**src/rtl/eth_fcs_append.sv**
```systemverilog
module eth_fcs_append #(
  parameter bit          INSERT_FCS = 1'b1,
  parameter int          FCS_BYTES  = 4,
  parameter logic [31:0] POLY_REFL  = 32'hEDB88320
) (
  input  logic       clk,
  input  logic       rst,
  input  logic       in_valid,
  output logic       in_ready,
  input  logic [7:0] in_data,
  input  logic       in_sof,
  input  logic       in_eof,
  output logic       out_valid,
  input  logic       out_ready,
  output logic [7:0] out_data,
  output logic       out_sof,
  output logic       out_eof
);
  localparam int CRC_W = 8 * FCS_BYTES;
  localparam int IDX_W = (FCS_BYTES > 1) ? $clog2(FCS_BYTES) : 1;
  localparam logic [IDX_W-1:0] LAST_IDX = IDX_W'(FCS_BYTES - 1);

  generate
    if (INSERT_FCS) begin : g_ins
      logic             in_fcs;
      logic [IDX_W-1:0] idx;
      logic [CRC_W-1:0] crc;
      logic [CRC_W-1:0] crc_nxt;
      logic             take_in, take_out;

      function automatic logic [CRC_W-1:0] step(input logic [CRC_W-1:0] c, input logic [7:0] d);
        logic [CRC_W-1:0] r;
        r = c;
        for (int b = 0; b < 8; b++) begin
          if (r[0] ^ d[b]) r = (r >> 1) ^ POLY_REFL[CRC_W-1:0];
          else             r = r >> 1;
        end
        return r;
      endfunction

      assign take_in  = in_valid && in_ready;
      assign take_out = out_valid && out_ready;
      assign crc_nxt  = step(in_sof ? {CRC_W{1'b1}} : crc, in_data);

      assign in_ready  = !rst && !in_fcs && out_ready;
      assign out_valid = !rst && (in_fcs || in_valid);
      assign out_data  = in_fcs ? ~crc[{idx, 3'b000} +: 8] : in_data;
      assign out_sof   = !in_fcs && in_sof;
      assign out_eof   = in_fcs && (idx == LAST_IDX);

      always_ff @(posedge clk) begin
        if (rst) begin
          in_fcs <= 1'b0;
          idx    <= '0;
          crc    <= '1;
        end else if (take_in) begin
          crc <= crc_nxt;
          if (in_eof) begin
            in_fcs <= 1'b1;
            idx    <= '0;
          end
        end else if (in_fcs && take_out) begin
          idx <= idx + 1'b1;
          if (idx == LAST_IDX) in_fcs <= 1'b0;
        end
      end

      a_r4_ready_drops: assert property (@(posedge clk) disable iff (rst)
        (take_in && in_eof) |=> !in_ready);
      a_r3_fcs_follows: assert property (@(posedge clk) disable iff (rst)
        (take_in && in_eof) |=> (out_valid && !out_sof && !out_eof));
      a_r6_hold: assert property (@(posedge clk) disable iff (rst)
        (in_fcs && out_valid && !out_ready) |=> (out_valid && $stable(out_data) && $stable(out_eof)));
      a_r7_back_to_pass: assert property (@(posedge clk) disable iff (rst)
        (take_out && out_eof) |=> (in_ready == out_ready));
      always_ff @(posedge clk)
        if (rst) a_r9_quiet: assert (!out_valid && !in_ready);
    end else begin : g_byp
      assign in_ready  = !rst && out_ready;
      assign out_valid = !rst && in_valid;
      assign out_data  = in_data;
      assign out_sof   = in_sof;
      assign out_eof   = in_eof;

      always_ff @(posedge clk)
        a_r8_no_growth: assert (!out_valid || in_valid);
    end
  endgenerate
endmodule

```
**config.mk**
```make
export PLATFORM = sky130hd
export DESIGN_NAME = eth_fcs_append
export DESIGN_NICKNAME = d
export VERILOG_FILES = /design/src/rtl/eth_fcs_append.sv
export SDC_FILE = /design/constraint.sdc
export NUM_CORES = 1
export LEC_CHECK = 0
export BUFFER_PORTS_ARGS = -buffer_cell sky130_fd_sc_hd__buf_2
export CORE_AREA = 2 2 97 99
export CTS_BUF_LIST = sky130_fd_sc_hd__clkbuf_8
export CTS_CLUSTER_DIAMETER = 80
export DETAILED_ROUTE_END_ITERATION = 8
export DIE_AREA = 0 0 99 101
export HOLD_SLACK_MARGIN = 0.02
export MAX_ROUTING_LAYER = met4
export PLACE_DENSITY = 0.49
export SLEW_MARGIN = 20
export SYNTH_ARGS = -nofsm -noshare
export SYNTH_HDL_FRONTEND = slang
export SYNTH_SLANG_ARGS = --single-unit
```
**constraint.sdc**
```tcl
create_clock -name clk -period 2.8 [get_ports clk]
set_input_delay 0.56 -clock clk [delete_from_list [all_inputs] [get_ports clk]]
set_output_delay 0.56 -clock clk [all_outputs]
set_load 0.05 [all_outputs]
```
==> results of run 1 <==
## cells in the final DEF (no fill, tap or decap), drive strengths merged, types with 2 or more instances in the layout
cell    count
xnor2      69
nand2      30
mux4        8
and2        5
xnor3       4
buf        35
nor2       44
clkbuf      6
xor2       19
a211o       3
o211ai     23
nand3       5
dfxtp      35
a21oi      13
nor3        2
## sequential cells by signal, summed over array words and instances (netlist names)
register and count:
g_ins.in_fcs 1, g_ins.idx 2, g_ins.crc 32
## power groups by stage
stage               clock network, W  logic [W]  registers, W
detailed placement                 0   0.000645      0.000588
CTS                         0.000501   0.000649      0.000577
floorplan                          0   0.000539      0.000565
finish                      0.000489   0.000641      0.000576
global placement                   0   0.000647      0.000588
global route                0.000520   0.000705      0.000583
## cells by family after synthesis
family,synth area share
AO/OA/AOI/OAI,0.111
XOR/XNOR,0.359
adder cells (fa/ha/maj),0.00475
buffers and inverters,0.0456
flip-flops,0.266
multiplexers,0.0698
AND/OR/NAND/NOR,0.144
## routing by layer
metal  wire length (um)  global-route usage
met3                189              0.0236
met4                 49              0.0285
met5                  0                   -
met1               3330               0.201
met2               3110               0.237
## per-stage QoR
step / area (sq um) / std cells
6_report: 2980 / 424
5_1_grt: 2980 / 424
4_1_cts: 2980 / 424
3_5_place_dp: 2860 / 416
3_3_place_gp: 2860 / 416
2_1_floorplan: 2640 / 294
## final timing paths
path / to / cells past startpoint
max: out_data[5] / 4
min: g_ins.crc[29]$_SDFFE_PP1P_ / 2
max reg2reg: g_ins.crc[23]$_SDFFE_PP1P_ / 6
min reg2reg: g_ins.crc[29]$_SDFFE_PP1P_ / 2
## worst max-delay path, stage by stage, from the launching register on
cell and delay [ps]:
sky130_fd_sc_hd__dfxtp_1 560, sky130_fd_sc_hd__buf_4 240, sky130_fd_sc_hd__mux4_2 500, sky130_fd_sc_hd__a21oi_1 140, sky130_fd_sc_hd__buf_2 270
## area by class of cell
| type | instances | area (sq um) |
|---|---|---|
| Tap cell | 111 | 139 |
| Timing Repair Buffer | 35 | 200 |
| Inverter | 1 | 3.75 |
| Clock inverter | 2 | 35.0 |
| Clock buffer | 6 | 82.6 |
| Fill cell | 927 | 6000 |
| Multi-Input combinational cell | 234 | 1820 |
| Sequential cell | 35 | 701 |
==> results.cfg, run 1 <==
[outcome]
outcome = finished clean

[clocking]
post_cts.repair.setup_buffers = 0
clock_path_buffers = 2
clock_latency_ps = 290
tritoncts = built
cts_buffer_count = 5
clkTransAtPathRegs_ps = 80
cts.sink_count = 35
clock_tree.root_cell = sky130_fd_sc_hd__clkbuf_8
postCtsHoldBufs = 0
cts_max_level = 2
cts.repair.resized = 0

[grt]
globalRouteOverflowTotal = 0
grt_start_max_net_pins = 55
gr-usage-all-layers = 0.148
grt_first_pass_wirelength_um = 11200
antenna_violations_before_repair = 0
grt_pass1_vias = 2060

[worst_setup_path]
path_class = flip-flop to output port
worst-r2r-setup-slack_ps = 630
worst-endpoint-required_ps = 2240
worst-endpoint-arrival_ps = 2010
end_kind = output port
worst_setup_startpoint = g_ins.idx[1]$_SDFFE_PP0P_
worstPathMaxFanout = 7
startpoint_type = flip-flop
timing.rr.start = g_ins.crc[0]$_SDFFE_PP1P_

[die]
num_io_pins = 26
floorplan.core_area_sq_um = 8980
dieHeight_um = 101
floorplan_die_area_sq_um = 10000
initial_utilization = 0.294
rows = 35
fp.dieW_um = 99

[power_and_ir_drop]
power.switching_fraction = 0.338
powerDensity_nw_per_um2 = 573
power.leakage_nw = 1.18
pwr-share-seq = 0.338
total_power_w = 0.00171
power_spent_charging_and_discharging_nets_w = 0.000577
share_of_power_burned_in_the_clock_network = 0.287
ir_drop_mv = 0.230
internal_power_w = 0.00113
comb_power_share = 0.375

[sta]
fmax_ghz = 0.389
minimum_clock_period_after_layout_ps = 2570
fin_worst_skew_ps = 6.22
timing_worst_slew_pin_value_ps = 856
whs_ps = 499
slew_violations = 0
timing.final.crit_share = 0.919
timing.setup.tns_ps = 0
slew_headroom = 0.429
timing.final.ws_setup_ps = 227
rsz0062_at_grt = false
setup-violations-final = 0
final_hold_vios = 0

[synth]
syn-mean-instance-area_sq_um = 8.97
synth.net_count = 309
synth_top_area_cells = sky130_fd_sc_hd__dfxtp_1, sky130_fd_sc_hd__xnor2_1, sky130_fd_sc_hd__o211ai_1
synthDistinctLibCells = 35
netlist_instances = 294
synth_seq_cells = 35
synth-main-ff-cell = sky130_fd_sc_hd__dfxtp_1
yosysWarningCount = 0
cell_with_the_most_instances_after_synthesis = sky130_fd_sc_hd__xnor2_1
postSynth.asyncResetShare = 0
synth_edf_count = 0
post-synth-top-area-cell = sky130_fd_sc_hd__dfxtp_1
synth_seq_area_share = 0.266
post-synth-top-area-fraction = 0.266
synth_commonest_cells = sky130_fd_sc_hd__xnor2_1, sky130_fd_sc_hd__nor2_1, sky130_fd_sc_hd__dfxtp_1
synthesis.area_sq_um = 2640

[drt]
route.final.wire_length_um = 6680
dr.pass1.iters = 4
initialDrtViolationCount = 138
postRouteAntennaNets = 0
route.detailed.drc = 0
num_vias = 2028
post_drt_wl_per_cell_um = 15.8
detail_route.vias_per_cell = 4.78

[placed_design]
post_place_worst_slack_ps = 439
hpwlAfterDp_um = 4940
gp_congestion = 0.879
port_buffers = 25

[finish]
insertedDiodeCount = 0
syn2layout_area_growth_pct = 12.9
drive_gt1_frac = 0.192
postLayoutCoreUtil = 0.332
num-nets-final = 327

[hold_path]
timing.hold.worst.class = flip-flop to flip-flop
hold_path.startpoint = g_ins.crc[29]$_SDFFE_PP1P_

[run]
max_cap_viols = 0
No activity file was read; power rests on OpenSTA's default activity.
==> run 2: changes to the inputs <==
==> config.mk (replaced) <==
export PLATFORM = sky130hd
export DESIGN_NAME = eth_fcs_append
export DESIGN_NICKNAME = d
export VERILOG_FILES = /design/src/rtl/eth_fcs_append.sv
export SDC_FILE = /design/constraint.sdc
export NUM_CORES = 1
export LEC_CHECK = 0
export BUFFER_PORTS_ARGS = -buffer_cell sky130_fd_sc_hd__clkbuf_2
export CORE_AREA = 2 2 80 82
export CTS_BUF_LIST = sky130_fd_sc_hd__clkbuf_8
export CTS_CLUSTER_DIAMETER = 80
export DETAILED_ROUTE_END_ITERATION = 8
export DIE_AREA = 0 0 82 84
export HOLD_SLACK_MARGIN = 0.02
export MAX_ROUTING_LAYER = met4
export PLACE_DENSITY = 0.65
export SLEW_MARGIN = 20
export SYNTH_ARGS = -nofsm -noshare
export SYNTH_HDL_FRONTEND = slang
export SYNTH_SLANG_ARGS = --single-unit
==> run 2 against run 1 <==
Net effect: die area fell by 31%; hold slack got worse by 0.96 ps; cell count fell by 7.3%; first-iteration DRC count fell by 21%; critical path depth fell by 1; clock power fell by 26%; total power fell by 7.3%.
==> results.cfg, run 2 (same netlist as run 1, synthesis figures left out) <==
[outcome]
outcome = finished clean

[finish]
largest_register_ff_count = 32
syn2layout_area_growth_pct = 10.9
top_regs = g_ins.crc (32), g_ins.idx (2), g_ins.in_fcs (1)
drive_gt1_frac = 0.199
final_cell_mix = sky130_fd_sc_hd__xnor2_1, sky130_fd_sc_hd__nor2_1, sky130_fd_sc_hd__dfxtp_1, sky130_fd_sc_hd__nand2_1, sky130_fd_sc_hd__clkbuf_2
num-nets-final = 330
insertedDiodeCount = 0
final_common_cell = sky130_fd_sc_hd__xnor2_1
largest-register = g_ins.crc
layoutNonFillerInstCount = 393

[worst_setup_path]
worst-endpoint-required_ps = 2240
r2r_cells = 6
path_class = flip-flop to output port
worst-endpoint-arrival_ps = 2040
crit_path_top_delay_cell = sky130_fd_sc_hd__dfxtp_1
critPathBufInv = 1
startpoint_type = flip-flop
worstPathMaxFanout = 10
sequence_of_cells_on_the_critical_path = mux4_1 -> a21oi_1 -> clkbuf_2
cpPeakStageDelay_ps = 670
timing.critical_path.depth = 3
end_kind = output port
crit_family = flip-flops

[power_and_ir_drop]
power.leakage_nw = 1.18
powerDensity_nw_per_um2 = 541
total_power_w = 0.00158
ir_drop_mv = 0.229

[die]
fp.dieW_um = 82
rows = 29
dieHeight_um = 84
initial_utilization = 0.432
num_io_pins = 26
floorplan.core_area_sq_um = 6100
floorplan_die_area_sq_um = 6890

[clocking]
clock_tree.root_cell = sky130_fd_sc_hd__clkbuf_8
cts_max_level = 2
cts_buffer_count = 5
clock_path_buffers = 2
clkTransAtPathRegs_ps = 70
cts.repair.resized = 0
tritoncts = built
cts.sink_count = 35
postCtsHoldBufs = 0
clock_latency_ps = 300
post_cts.repair.setup_buffers = 0

[drt]
route.detailed.drc = 0
wl_met2_um = 3010
topRoutingLayerUsed = met4
wirelength_met1_um = 2840
postRouteAntennaNets = 0
detail_route.vias_per_cell = 5.17
post_drt_wl_per_cell_um = 15.7
num_vias = 2031
routed-wl-met3_um = 191
initialDrtViolationCount = 109
dr.pass1.iters = 4
route.final.wire_length_um = 6160

[run]
max_cap_viols = 0

[grt]
gr-usage-all-layers = 0.207
grt_pass1_vias = 2107
globalRouteOverflowTotal = 0
antenna_violations_before_repair = 0
grt_start_max_net_pins = 26
grt_first_pass_wirelength_um = 10500

[sta]
setup-violations-final = 0
fmax_ghz = 0.385
timing_worst_slew_pin_value_ps = 896
final_hold_vios = 0
timing.final.ws_setup_ps = 202
fin_worst_skew_ps = 7.54
rsz0062_at_grt = false
timing.final.crit_share = 0.928
timing.setup.tns_ps = 0
slew_headroom = 0.402
minimum_clock_period_after_layout_ps = 2600
slew_violations = 0

[placed_design]
gp_congestion = 0.849
numPlacedInstances = 385
port_buffers = 25
post_place_worst_slack_ps = 226
hpwlAfterDp_um = 4520

[hold_path]
timing.hold.worst.class = flip-flop to flip-flop
worst_hold_path.num_cells = 2
## run 2: report_power, final
part           internal (W)  switching [W]  leakage, nW  total (W)
registers          0.000532      0.0000467        0.287   0.000579
clock network      0.000170       0.000194       0.0477   0.000364
logic              0.000313       0.000325        0.847   0.000639
total               0.00102       0.000566         1.18    0.00158
## run 2: final cells by class
class | count | area, sq um
flip-flops and latches | 35 | 701
multi-input cells | 234 | 1820
inverters | 1 | 3.75
clock inverters | 3 | 15.0
repair buffers | 38 | 223
fillers | 593 | 3170
well taps | 77 | 96.3
clock buffers | 5 | 68.8
## run 2: path summary, 6_finish.rpt
check	startpoint	endpoint	slack [ps]
hold reg to reg	g_ins.crc[13]$_SDFFE_PP1P_	g_ins.crc[13]$_SDFFE_PP1P_	500
setup / recovery	g_ins.idx[0]$_SDFFE_PP0P_	out_data[1]	200
setup reg to reg	g_ins.crc[0]$_SDFFE_PP1P_	g_ins.crc[23]$_SDFFE_PP1P_	500
hold / removal	g_ins.crc[13]$_SDFFE_PP1P_	g_ins.crc[13]$_SDFFE_PP1P_	500
## run 2: routing by layer
layer / track usage / vias to the layer above
met2: 0.323 / 39
met4: 0.0697 / 0
met5: - / -
met3: 0.0314 / 9
li1: - / 1018
met1: 0.271 / 965
## run 2: through the flow
stage           util  hold WS (ps)  cell area, sq um
2_1_floorplan      -           458              2640
3_3_place_gp   0.466           478              2840
3_5_place_dp   0.466           492              2840
4_1_cts        0.479           500              2920
5_1_grt        0.479           532              2920
6_report       0.479           498              2920
## run 2: tightest hold or removal path: stages (launching register included)
cell and delay (ps):
sky130_fd_sc_hd__dfxtp_1 330, sky130_fd_sc_hd__nand2_1 60, sky130_fd_sc_hd__nand3_1 70
==> run 3: changes to the inputs <==
--- a/config.mk
+++ b/config.mk
@@ -11,9 +11,11 @@
 export CTS_CLUSTER_DIAMETER = 80
 export DETAILED_ROUTE_END_ITERATION = 8
 export DIE_AREA = 0 0 82 84
+export GPL_ROUTABILITY_DRIVEN = 0
 export HOLD_SLACK_MARGIN = 0.02
 export MAX_ROUTING_LAYER = met4
 export PLACE_DENSITY = 0.65
+export RECOVER_POWER = 100
 export SLEW_MARGIN = 20
 export SYNTH_ARGS = -nofsm -noshare
 export SYNTH_HDL_FRONTEND = slang
==> run 3 against run 2 <==
Net effect: critical path depth unchanged; routed wire length decreased by 0.39%; flip-flop and latch count unchanged; combinational power decreased by 2%; sequential share of layout area increased by 0.29 points; register-to-register slack got worse by 240 ps; via count decreased by 0.20%; die area unchanged; setup slack got worse by 4.9 ps; count of clock-buffer cells in the layout unchanged; final area decreased by 1.2%; largest cell class unchanged; largest power group unchanged.
==> results.cfg, run 3 (same netlist as run 1, synthesis figures left out) <==
[clocking]
postCtsHoldBufs = 0
clock_tree.root_cell = sky130_fd_sc_hd__clkbuf_8
cts.sink_count = 35
cts_max_level = 2
cts_buffer_count = 5
clock_latency_ps = 300
tritoncts = built
post_cts.repair.setup_buffers = 0
clkTransAtPathRegs_ps = 70
clock_path_buffers = 2
cts.repair.resized = 0

[worst_setup_path]
worst-endpoint-arrival_ps = 2040
end_kind = output port
worst-endpoint-required_ps = 2240
startpoint_type = flip-flop
path_class = flip-flop to output port
worstPathMaxFanout = 10

[die]
floorplan.core_area_sq_um = 6100
rows = 29
fp.dieW_um = 82
initial_utilization = 0.432
num_io_pins = 26
floorplan_die_area_sq_um = 6890
dieHeight_um = 84

[drt]
dr.pass1.iters = 4
postRouteAntennaNets = 0
detail_route.vias_per_cell = 5.16
route.final.wire_length_um = 6130
route.detailed.drc = 0
num_vias = 2027
post_drt_wl_per_cell_um = 15.6
initialDrtViolationCount = 122

[sta]
timing.final.crit_share = 0.930
fmax_ghz = 0.384
slew_violations = 0
timing_worst_slew_pin_value_ps = 889
setup-violations-final = 0
rsz0062_at_grt = false
final_hold_vios = 0
slew_headroom = 0.407
timing.setup.tns_ps = 0
timing.final.ws_setup_ps = 197
fin_worst_skew_ps = 8.99
minimum_clock_period_after_layout_ps = 2600

[placed_design]
hpwlAfterDp_um = 4520
port_buffers = 25
post_place_worst_slack_ps = 226

[finish]
postLayoutCoreUtil = 0.474
insertedDiodeCount = 0
final_cell_mix = sky130_fd_sc_hd__xnor2_1, sky130_fd_sc_hd__nor2_1, sky130_fd_sc_hd__dfxtp_1, sky130_fd_sc_hd__nand2_1, sky130_fd_sc_hd__o211ai_1
largest_register_ff_count = 32
largest-register = g_ins.crc
drive_gt1_frac = 0.174
top_regs = g_ins.crc (32), g_ins.idx (2), g_ins.in_fcs (1)
syn2layout_area_growth_pct = 9.54
fill_cells = 602
final_common_cell = sky130_fd_sc_hd__xnor2_1
num-nets-final = 330

[power_and_ir_drop]
power.leakage_nw = 1.16
ir_drop_mv = 0.229
powerDensity_nw_per_um2 = 543

[run]
max_cap_viols = 0

[hold_path]
timing.hold.worst.class = flip-flop to flip-flop

[grt]
antenna_violations_before_repair = 0
gr-usage-all-layers = 0.207
globalRouteOverflowTotal = 0
grt_pass1_vias = 2107
grt_first_pass_wirelength_um = 10500
grt_start_max_net_pins = 26

[outcome]
outcome = finished clean
## run 3: layout make-up
type | instances | area (sq um) | area share
timing repair buffer | 38 | 206 | 0.0715
clock inverter | 3 | 15.0 | 0.00520
tap | 77 | 96.3 | 0.0334
inverter | 1 | 3.75 | 0.00130
sequential | 35 | 701 | 0.243
clock buffer | 5 | 68.8 | 0.0238
multi-input combinational | 234 | 1800 | 0.622
## run 3: critical path: stages, from the launching register on
cell and delay (ps):
sky130_fd_sc_hd__dfxtp_1 670, sky130_fd_sc_hd__mux4_1 630, sky130_fd_sc_hd__a21oi_1 160, sky130_fd_sc_hd__clkbuf_2 290
## run 3: power by group
group | internal, W | total (W) | switching (W)
registers | 0.000532 | 0.000579 | 0.0000467
logic | 0.000305 | 0.000626 | 0.000320
clock network | 0.000170 | 0.000364 | 0.000194
total | 0.00101 | 0.00157 | 0.000561
## run 3: per-layer routing
layer / track usage / up-vias / wire length, um / share of wire
met5: - / - / 0 / 0
met4: 0.0697 / 0 / 112 / 0.018
met2: 0.323 / 39 / 2980 / 0.49
met3: 0.0314 / 9 / 209 / 0.034
li1: - / 1020 / - / -
met1: 0.271 / 959 / 2830 / 0.46
## run 3: per-stage QoR
stage | hold slack [ps] | instances | cell area (sq um) | total power [W]
6_report | 496 | 393 | 2890 | 0.00157
5_1_grt | 532 | 393 | 2890 | 0.00167
4_1_cts | 500 | 393 | 2920 | 0.00159
3_5_place_dp | 492 | 385 | 2840 | 0.00123
3_3_place_gp | 478 | 385 | 2840 | 0.00123
2_1_floorplan | 458 | 294 | 2640 | 0.00110
## run 3: final timing paths
check / start / end / slack (ps) / depth (start not counted)
min: g_ins.crc[13]$_SDFFE_PP1P_ / g_ins.crc[13]$_SDFFE_PP1P_ / 500 / 2
min reg2reg: g_ins.crc[13]$_SDFFE_PP1P_ / g_ins.crc[13]$_SDFFE_PP1P_ / 500 / 2
max: g_ins.idx[0]$_SDFFE_PP0P_ / out_data[1] / 200 / 3
max reg2reg: g_ins.crc[0]$_SDFFE_PP1P_ / g_ins.crc[23]$_SDFFE_PP1P_ / 260 / 6
